`src/rtl/adc_frm_pkg.sv`:
```
package adc_frm_pkg;
  localparam int unsigned WORD_BITS = 24;
  localparam logic [15:0] CRC_POLY = 16'h1021;
  localparam logic [15:0] CRC_SEED = 16'hFFFF;

  typedef enum logic [1:0] {
    OP_NOP = 2'd0,
    OP_RST = 2'd1,
    OP_RD  = 2'd2,
    OP_WR  = 2'd3
  } frm_op_e;

  typedef enum logic [1:0] {
    ST_IDLE = 2'd0,
    ST_RUN  = 2'd1,
    ST_FIN  = 2'd2
  } frm_state_e;

  function automatic logic [15:0] cmd_encode(frm_op_e op, logic [4:0] addr, logic [6:0] cnt);
    case (op)
      OP_NOP:  return 16'h0000;
      OP_RST:  return 16'h0011;
      OP_RD:   return 16'hA000 | {4'b0000, addr, cnt};
      default: return 16'h6000 | {4'b0000, addr, cnt};
    endcase
  endfunction

  function automatic logic [15:0] crc_step(logic [15:0] crc, logic b);
    return {crc[14:0], 1'b0} ^ (((crc[15] ^ b) == 1'b1) ? CRC_POLY : 16'h0000);
  endfunction
endpackage

```
`src/rtl/adc_frm_sclk.sv`:
```
module adc_frm_sclk #(
  parameter int unsigned HALF = 2
) (
  input  logic clk,
  input  logic rst_n,
  input  logic en,
  output logic sclk,
  output logic rise,
  output logic fall
);
  localparam int unsigned CW = (HALF > 1) ? $clog2(HALF) : 1;

  logic [CW-1:0] cnt;
  logic          wrap;

  assign wrap = en && (cnt == CW'(HALF - 1));
  assign rise = wrap && !sclk;
  assign fall = wrap && sclk;

  always_ff @(posedge clk) begin
    if (!rst_n) begin
      cnt  <= '0;
      sclk <= 1'b0;
    end else if (!en) begin
      cnt  <= '0;
      sclk <= 1'b0;
    end else if (wrap) begin
      cnt  <= '0;
      sclk <= ~sclk;
    end else begin
      cnt <= cnt + 1'b1;
    end
  end


  sclk_idle_low_chk: assert property (@(posedge clk) disable iff (!rst_n)
    !en |=> !sclk);


  sclk_edge_tick_chk: assert property (@(posedge clk) disable iff (!rst_n)
    (en && !wrap) |=> $stable(sclk));
endmodule

```
`src/rtl/adc_frm_crc.sv`:
```
module adc_frm_crc
  import adc_frm_pkg::*;
(
  input  logic        clk,
  input  logic        rst_n,
  input  logic        init,
  input  logic        step,
  input  logic        din,
  output logic [15:0] crc
);
  always_ff @(posedge clk) begin
    if (!rst_n)     crc <= CRC_SEED;
    else if (init)  crc <= CRC_SEED;
    else if (step)  crc <= crc_step(crc, din);
  end


  crc_seed_chk: assert property (@(posedge clk) disable iff (!rst_n)
    init |=> (crc == 16'hFFFF));


  crc_hold_chk: assert property (@(posedge clk) disable iff (!rst_n)
    (!init && !step) |=> $stable(crc));
endmodule

```
`src/rtl/adc_frm_rx.sv`:
```
module adc_frm_rx #(
  parameter int unsigned BITS = 240,
  localparam int unsigned PW = $clog2(BITS)
) (
  input  logic            clk,
  input  logic            rst_n,
  input  logic            clear,
  input  logic            sample,
  input  logic [PW-1:0]   pos,
  input  logic            din,
  output logic [BITS-1:0] data
);
  logic [PW-1:0] idx;

  // byte stays pos/8, bit inside the byte mirrors so the first bit is bit 7
  assign idx = {pos[PW-1:3], ~pos[2:0]};

  always_ff @(posedge clk) begin
    if (!rst_n)      data <= '0;
    else if (clear)  data <= '0;
    else if (sample) data[idx] <= din;
  end


  rx_clear_chk: assert property (@(posedge clk) disable iff (!rst_n)
    clear |=> (data == '0));


  rx_quiet_chk: assert property (@(posedge clk) disable iff (!rst_n)
    (!clear && !sample) |=> $stable(data));
endmodule

```
`src/rtl/adc_cmd_framer.sv`:
```
module adc_cmd_framer
  import adc_frm_pkg::*;
#(
  parameter int unsigned SCLK_HALF = 2,
  parameter int unsigned MAX_CH    = 8,
  parameter int unsigned MIN_CH    = 2,
  parameter int unsigned NCH_W     = 4
) (
  input  logic        clk,
  input  logic        rst_n,
  input  logic        cmd_valid,
  output logic        cmd_ready,
  input  logic [1:0]  cmd_op,
  input  logic [4:0]  cmd_addr,
  input  logic [6:0]  cmd_count,
  input  logic [15:0] cmd_data,
  input  logic [NCH_W-1:0] cmd_nch,
  output logic        spi_sclk,
  output logic        spi_cs_n,
  output logic        spi_mosi,
  input  logic        spi_miso,
  output logic        frame_done,
  output logic [(MAX_CH+2)*WORD_BITS-1:0] rx_bytes
);
  localparam int unsigned WORDS_MAX = MAX_CH + 2;
  localparam int unsigned RX_BITS   = WORDS_MAX * WORD_BITS;
  localparam int unsigned PW        = $clog2(RX_BITS);
  localparam int unsigned WW        = $clog2(WORDS_MAX);
  localparam int unsigned BW        = $clog2(WORD_BITS);

  frm_state_e    st_q;
  frm_op_e       op_q;
  logic [15:0]   cmd_q;
  logic [15:0]   data_q;
  logic [PW-1:0] last_q;
  logic [WW-1:0] crc_word_q;
  logic [PW-1:0] pos_q;
  logic [WW-1:0] wrd_q;
  logic [BW-1:0] bit_q;
  logic          cs_n_q;
  logic          mosi_q;
  logic          done_q;

  logic          accept;
  logic          run;
  logic          rise;
  logic          fall;
  logic [15:0]   crc;
  logic [15:0]   word_val;
  logic          tx_bit;
  logic          crc_step_en;
  int unsigned   n_req;
  int unsigned   n_eff;
  logic [PW-1:0] last_calc;

  assign cmd_ready  = (st_q == ST_IDLE);
  assign accept     = cmd_valid && cmd_ready;
  assign run        = (st_q == ST_RUN);
  assign spi_cs_n   = cs_n_q;
  assign spi_mosi   = mosi_q;
  assign frame_done = done_q;

  // channel count clamp and last bit index of the frame
  always_comb begin
    n_req = 32'(cmd_nch);
    n_eff = n_req;
    if (n_req < MIN_CH)      n_eff = MIN_CH;
    else if (n_req > MAX_CH) n_eff = MAX_CH;
    last_calc = PW'((n_eff + 2) * WORD_BITS - 1);
  end

  // outgoing word content and the bit at the current position
  always_comb begin
    word_val = 16'h0000;
    if (wrd_q == '0)                              word_val = cmd_q;
    else if (wrd_q == crc_word_q)                 word_val = crc;
    else if (op_q == OP_WR && wrd_q == WW'(1))    word_val = data_q;
    tx_bit = (bit_q < BW'(16)) ? word_val[4'd15 - bit_q[3:0]] : 1'b0;
  end

  assign crc_step_en = run && rise && (wrd_q < crc_word_q);

  adc_frm_sclk #(.HALF(SCLK_HALF)) u_sclk (
    .clk  (clk),
    .rst_n(rst_n),
    .en   (run),
    .sclk (spi_sclk),
    .rise (rise),
    .fall (fall)
  );

  adc_frm_crc u_crc (
    .clk  (clk),
    .rst_n(rst_n),
    .init (accept),
    .step (crc_step_en),
    .din  (tx_bit),
    .crc  (crc)
  );

  adc_frm_rx #(.BITS(RX_BITS)) u_rx (
    .clk   (clk),
    .rst_n (rst_n),
    .clear (accept),
    .sample(run && fall),
    .pos   (pos_q),
    .din   (spi_miso),
    .data  (rx_bytes)
  );

  always_ff @(posedge clk) begin
    if (!rst_n) begin
      st_q       <= ST_IDLE;
      op_q       <= OP_NOP;
      cmd_q      <= '0;
      data_q     <= '0;
      last_q     <= '0;
      crc_word_q <= WW'(1);
      pos_q      <= '0;
      wrd_q      <= '0;
      bit_q      <= '0;
      cs_n_q     <= 1'b1;
      mosi_q     <= 1'b0;
      done_q     <= 1'b0;
    end else begin
      done_q <= 1'b0;
      case (st_q)
        ST_IDLE: begin
          if (cmd_valid) begin
            op_q       <= frm_op_e'(cmd_op);
            cmd_q      <= cmd_encode(frm_op_e'(cmd_op), cmd_addr, cmd_count);
            data_q     <= cmd_data;
            last_q     <= last_calc;
            crc_word_q <= (frm_op_e'(cmd_op) == OP_WR) ? WW'(2) : WW'(1);
            pos_q      <= '0;
            wrd_q      <= '0;
            bit_q      <= '0;
            cs_n_q     <= 1'b0;
            st_q       <= ST_RUN;
          end
        end
        ST_RUN: begin
          if (rise) mosi_q <= tx_bit;
          if (fall) begin
            if (pos_q == last_q) begin
              st_q <= ST_FIN;
            end else begin
              pos_q <= pos_q + 1'b1;
              if (bit_q == BW'(WORD_BITS - 1)) begin
                bit_q <= '0;
                wrd_q <= wrd_q + 1'b1;
              end else begin
                bit_q <= bit_q + 1'b1;
              end
            end
          end
        end
        ST_FIN: begin
          cs_n_q <= 1'b1;
          done_q <= 1'b1;
          st_q   <= ST_IDLE;
        end
        default: st_q <= ST_IDLE;
      endcase
    end
  end


  accept_blocks_chk: assert property (@(posedge clk) disable iff (!rst_n)
    (cmd_valid && cmd_ready) |=> !cmd_ready);


  done_pulse_chk: assert property (@(posedge clk) disable iff (!rst_n)
    frame_done |=> !frame_done);


  rx_hold_chk: assert property (@(posedge clk) disable iff (!rst_n)
    (cmd_ready && !cmd_valid) |=> $stable(rx_bytes));


  cs_idle_sclk_chk: assert property (@(posedge clk) disable iff (!rst_n)
    spi_cs_n |-> !spi_sclk);


  mosi_launch_chk: assert property (@(posedge clk) disable iff (!rst_n)
    !$stable(spi_mosi) |-> $rose(spi_sclk));


  zero_tail_chk: assert property (@(posedge clk) disable iff (!rst_n)
    (run && rise && (wrd_q > crc_word_q)) |=> !spi_mosi);


  pos_bound_chk: assert property (@(posedge clk) disable iff (!rst_n)
    run |-> (pos_q <= last_q));
endmodule

```
`config.mk`:
```
export PLATFORM = sky130hd
export DESIGN_NAME = adc_cmd_framer
export DESIGN_NICKNAME = d
export VERILOG_FILES = /design/src/rtl/adc_frm_pkg.sv /design/src/rtl/adc_frm_sclk.sv /design/src/rtl/adc_frm_crc.sv /design/src/rtl/adc_frm_rx.sv /design/src/rtl/adc_cmd_framer.sv
export SDC_FILE = /design/constraint.sdc
export NUM_CORES = 1
export LEC_CHECK = 0
export BUFFER_PORTS_ARGS = -buffer_cell sky130_fd_sc_hd__buf_2
export CAP_MARGIN = 0
export CORE_MARGIN = 2
export CORE_UTILIZATION = 30
export DETAILED_ROUTE_END_ITERATION = 6
export SLEW_MARGIN = 5
export SYNTH_ARGS = -nofsm -noshare
export SYNTH_HDL_FRONTEND = slang
export SYNTH_SLANG_ARGS = --single-unit
```
`constraint.sdc`:
```
create_clock -name clk -period 3.2 [get_ports clk]
set_input_delay 0.32 -clock clk [delete_from_list [all_inputs] [get_ports clk]]
set_output_delay 0.32 -clock clk [all_outputs]
set_load 0.01 [all_outputs]
```
==> metrics.csv <==
metric,value,unit
grt_overflow,0,
synth_edf_count,0,
antenna_found_initial,0,
fin_crit_sh,0.897,
required,3620,ps
cts.sinks,320,
maxSlewViolCount,0,
start_util,0.306,
outcome,completed,
drc,0,
fin_util,0.386,
min-delay-path-class,in -> reg,
reg2regPathDepth,10,
synth-seq-area-share,0.484,
hpwl,34.3,mm
synthCells,1631,
io_pins,283,
worst_slew_pin_slew,828,ps
fin_tns_setup,0,ps
cts_tree,built,
avgSynthCellArea,8.11,sq um
crit_path_top_delay_cell,mux4_2,
regToRegStartpoint,wrd_q[0],
syn_to_final_growth,26.3,%
h-tree-depth,2,
post_dp_cell_area,0.0154,sq mm
cts_resized,0,
avgViaCountPerCell,5.43,
layout.nets,1926,
period_minus_slack,2870,ps
startpoint_type,flop,
synthFlopType,dfxtp_1,
grt_max_degree,100,
clk_path_buf_depth,3,
relSlewSlack,0.447,
skew,20.9,ps
crit_type,reg -> reg,
die_w,214,um
path_max_fanout,9,
root_buffer,clkbuf_16,
cp-end-kind,flop,
drv_cap,0,
grt_pass1_vias,12600,
final_antenna_net_count,0,
io_buffers,282,
max_freq,348,MHz
insertion_delay,550,ps
worstHoldEndpoint,data_q[5],
setup_viol,0,
peakVddDrop,366,uV
slowest_delay,510,ps
drt_iter0_drc,1497,
r2r_end,u_crc.crc[12],
synth-seq-cells,320,
routed_wl,51.2,mm
hold_depth,3,
ff2ff_setup_slack,330,ps
power.density,517,mW/mm^2
place_congestion,0.908,
p_leak,6.51,nW
dr.pass1.iters,6,
ys_types,55,
die_y,214,um
cp.arrival,3290,ps
synthArstFlopShare,0,
syn-cell-area,0.0132,sq mm
crit_path_cell_trace,inv_1 -> ha_1 -> nor4bb_2 -> buf_4 -> mux4_2 -> a31oi_1 -> a221o_1 -> a32oi_2 -> xnor3_1 -> o21ai_1,
core,0.0433,sq mm
hold_viol,0,
min-delay-start,cmd_data[5],
grtUsageTotal,0.215,
fp-row-count,76,
cts_buffers,37,
clk_pin_slew,60,ps
wire_per_inst,20.6,um
vias,13500,
drive_gt1_frac,0.224,
design_area,0.0167,sq mm
rsz0062_at_grt,false,
grt_pass1_wl,77.0,mm
ys_warn_count,0,
die_area,0.0458,sq mm
syn_nets,1682,
diodes,0,
==> routing by layer <==
| metal | vias to the layer above | global-route usage | routed length [um] |
|---|---|---|---|
| met2 | 590 | 0.362 | 24700 |
| met3 | 111 | 0.0366 | 3740 |
| met1 | 6499 | 0.268 | 20700 |
| met4 | 0 | 0.0984 | 2090 |
| li1 | 6286 | - | - |
| met5 | - | 0 | 0 |
==> flip-flops by register name, indices dropped and copies added, names as in the netlist <==
name / cells
pos_q: 8
crc_word_q: 1
u_sclk.cnt: 1
last_q: 6
spi_cs_n: 1
u_rx.data: 240
wrd_q: 4
st_q: 2
spi_mosi: 1
bit_q: 5
cmd_q: 15
frame_done: 1
op_q: 2
data_q: 16
u_sclk.sclk: 1
u_crc.crc: 16
==> logic make-up (layout without fill, tap and decap cells) <==
kind of cell / after synthesis / count (layout) / synth area share
AOI/OAI and AO/OA: 566 / 566 / 0.229
buffers and inverters: 176 / 444 / 0.0507
muxes: 12 / 12 / 0.0150
xor gates and xnor gates: 27 / 27 / 0.0200
DFF: 320 / 320 / 0.484
and+or+nand+nor: 517 / 517 / 0.189
adders and majority gates: 13 / 13 / 0.0123
==> critical path, delay by kind of cell, from the launching register on <==
family	cells	cell delay [ps]
compound gates	4	630
simple gates	1	310
xor+xnor	1	250
mux	1	510
fa+ha+maj	1	330
buf+inv	2	340
flops	1	400
==> Yosys cell counts, types with 8 or more instances <==
cell / instances / share of area
nor2b_1: 11 / 0.0052
nor2_1: 46 / 0.013
o21ai_0: 256 / 0.097
dfxtp_1: 320 / 0.48
xor2_1: 8 / 0.0053
a21oi_1: 248 / 0.094
nor3_1: 16 / 0.0061
nand3_1: 282 / 0.11
nand4_1: 15 / 0.0071
a21boi_0: 18 / 0.010
clkbuf_1: 148 / 0.042
xnor2_1: 17 / 0.011
inv_1: 22 / 0.0062
nand2_1: 111 / 0.032
ha_1: 13 / 0.012
==> power by group <==
part	total (mW)	leakage, nW	switching [mW]	internal, mW
logic	0.374	3.34	0.242	0.132
registers	4.06	2.58	0.0357	4.02
clock network	4.20	0.588	1.69	2.51
total	8.63	6.51	1.97	6.67
==> per-stage QoR <==
stage	power, mW	cells	hold slack (ps)	setup WS [ps]
2_1_floorplan	4.39	1631	414	570
3_3_place_gp	4.50	2411	432	424
3_5_place_dp	4.51	2411	437	345
4_1_cts	8.72	2484	2.64	352
5_1_grt	8.93	2484	27.1	164
6_report	8.63	2484	31.2	329
==> worst max-delay path by stage <==
stage	start	endpoint	slack, ps	depth (start not counted)
floorplan	cmd_q[14]	u_crc.crc[12]	570	10
global placement	wrd_q[0]	u_crc.crc[12]	420	10
detailed placement	wrd_q[0]	u_crc.crc[12]	350	10
CTS	wrd_q[0]	u_crc.crc[12]	350	10
global route	wrd_q[0]	u_crc.crc[12]	160	10
finish	wrd_q[0]	u_crc.crc[12]	330	10
==> area by class of cell <==
class	count	area, sq um
fillers	4404	26600
flip-flops and latches	320	6410
multi-input cells	1135	6210
clock inverters	12	150
clock buffers	51	1040
well taps	585	732
repair buffers	359	2080
inverters	22	82.6
==> cells in the final DEF, fill, tap and decap left out, drive strengths merged, types with 3 or more instances in the layout <==
cell type	synthesis	routed
bufinv	0	3
o211a	5	5
clkinv	0	9
xor2	8	8
dlygate4sd3	0	10
a22o	7	7
xnor2	17	17
o21ai	258	258
nor3	16	16
nand2	111	111
a31oi	7	7
and2	7	7
nor2	46	46
nand2b	7	7
dfxtp	320	320
nor2b	11	11
mux4	6	6
a21oi	249	249
and3	7	7
mux2i	6	6
a21boi	18	18
buf	6	349
nand3	282	282
ha	13	13
clkbuf	148	51
inv	22	22
nand4	15	15
==> what timing repair did <==
action / CTS / global route
hold buffers: 10 / 0
setup buffers: 0 / 0
hold endpoints to repair: 10 / 0
No activity file was read; power rests on OpenSTA's default activity.
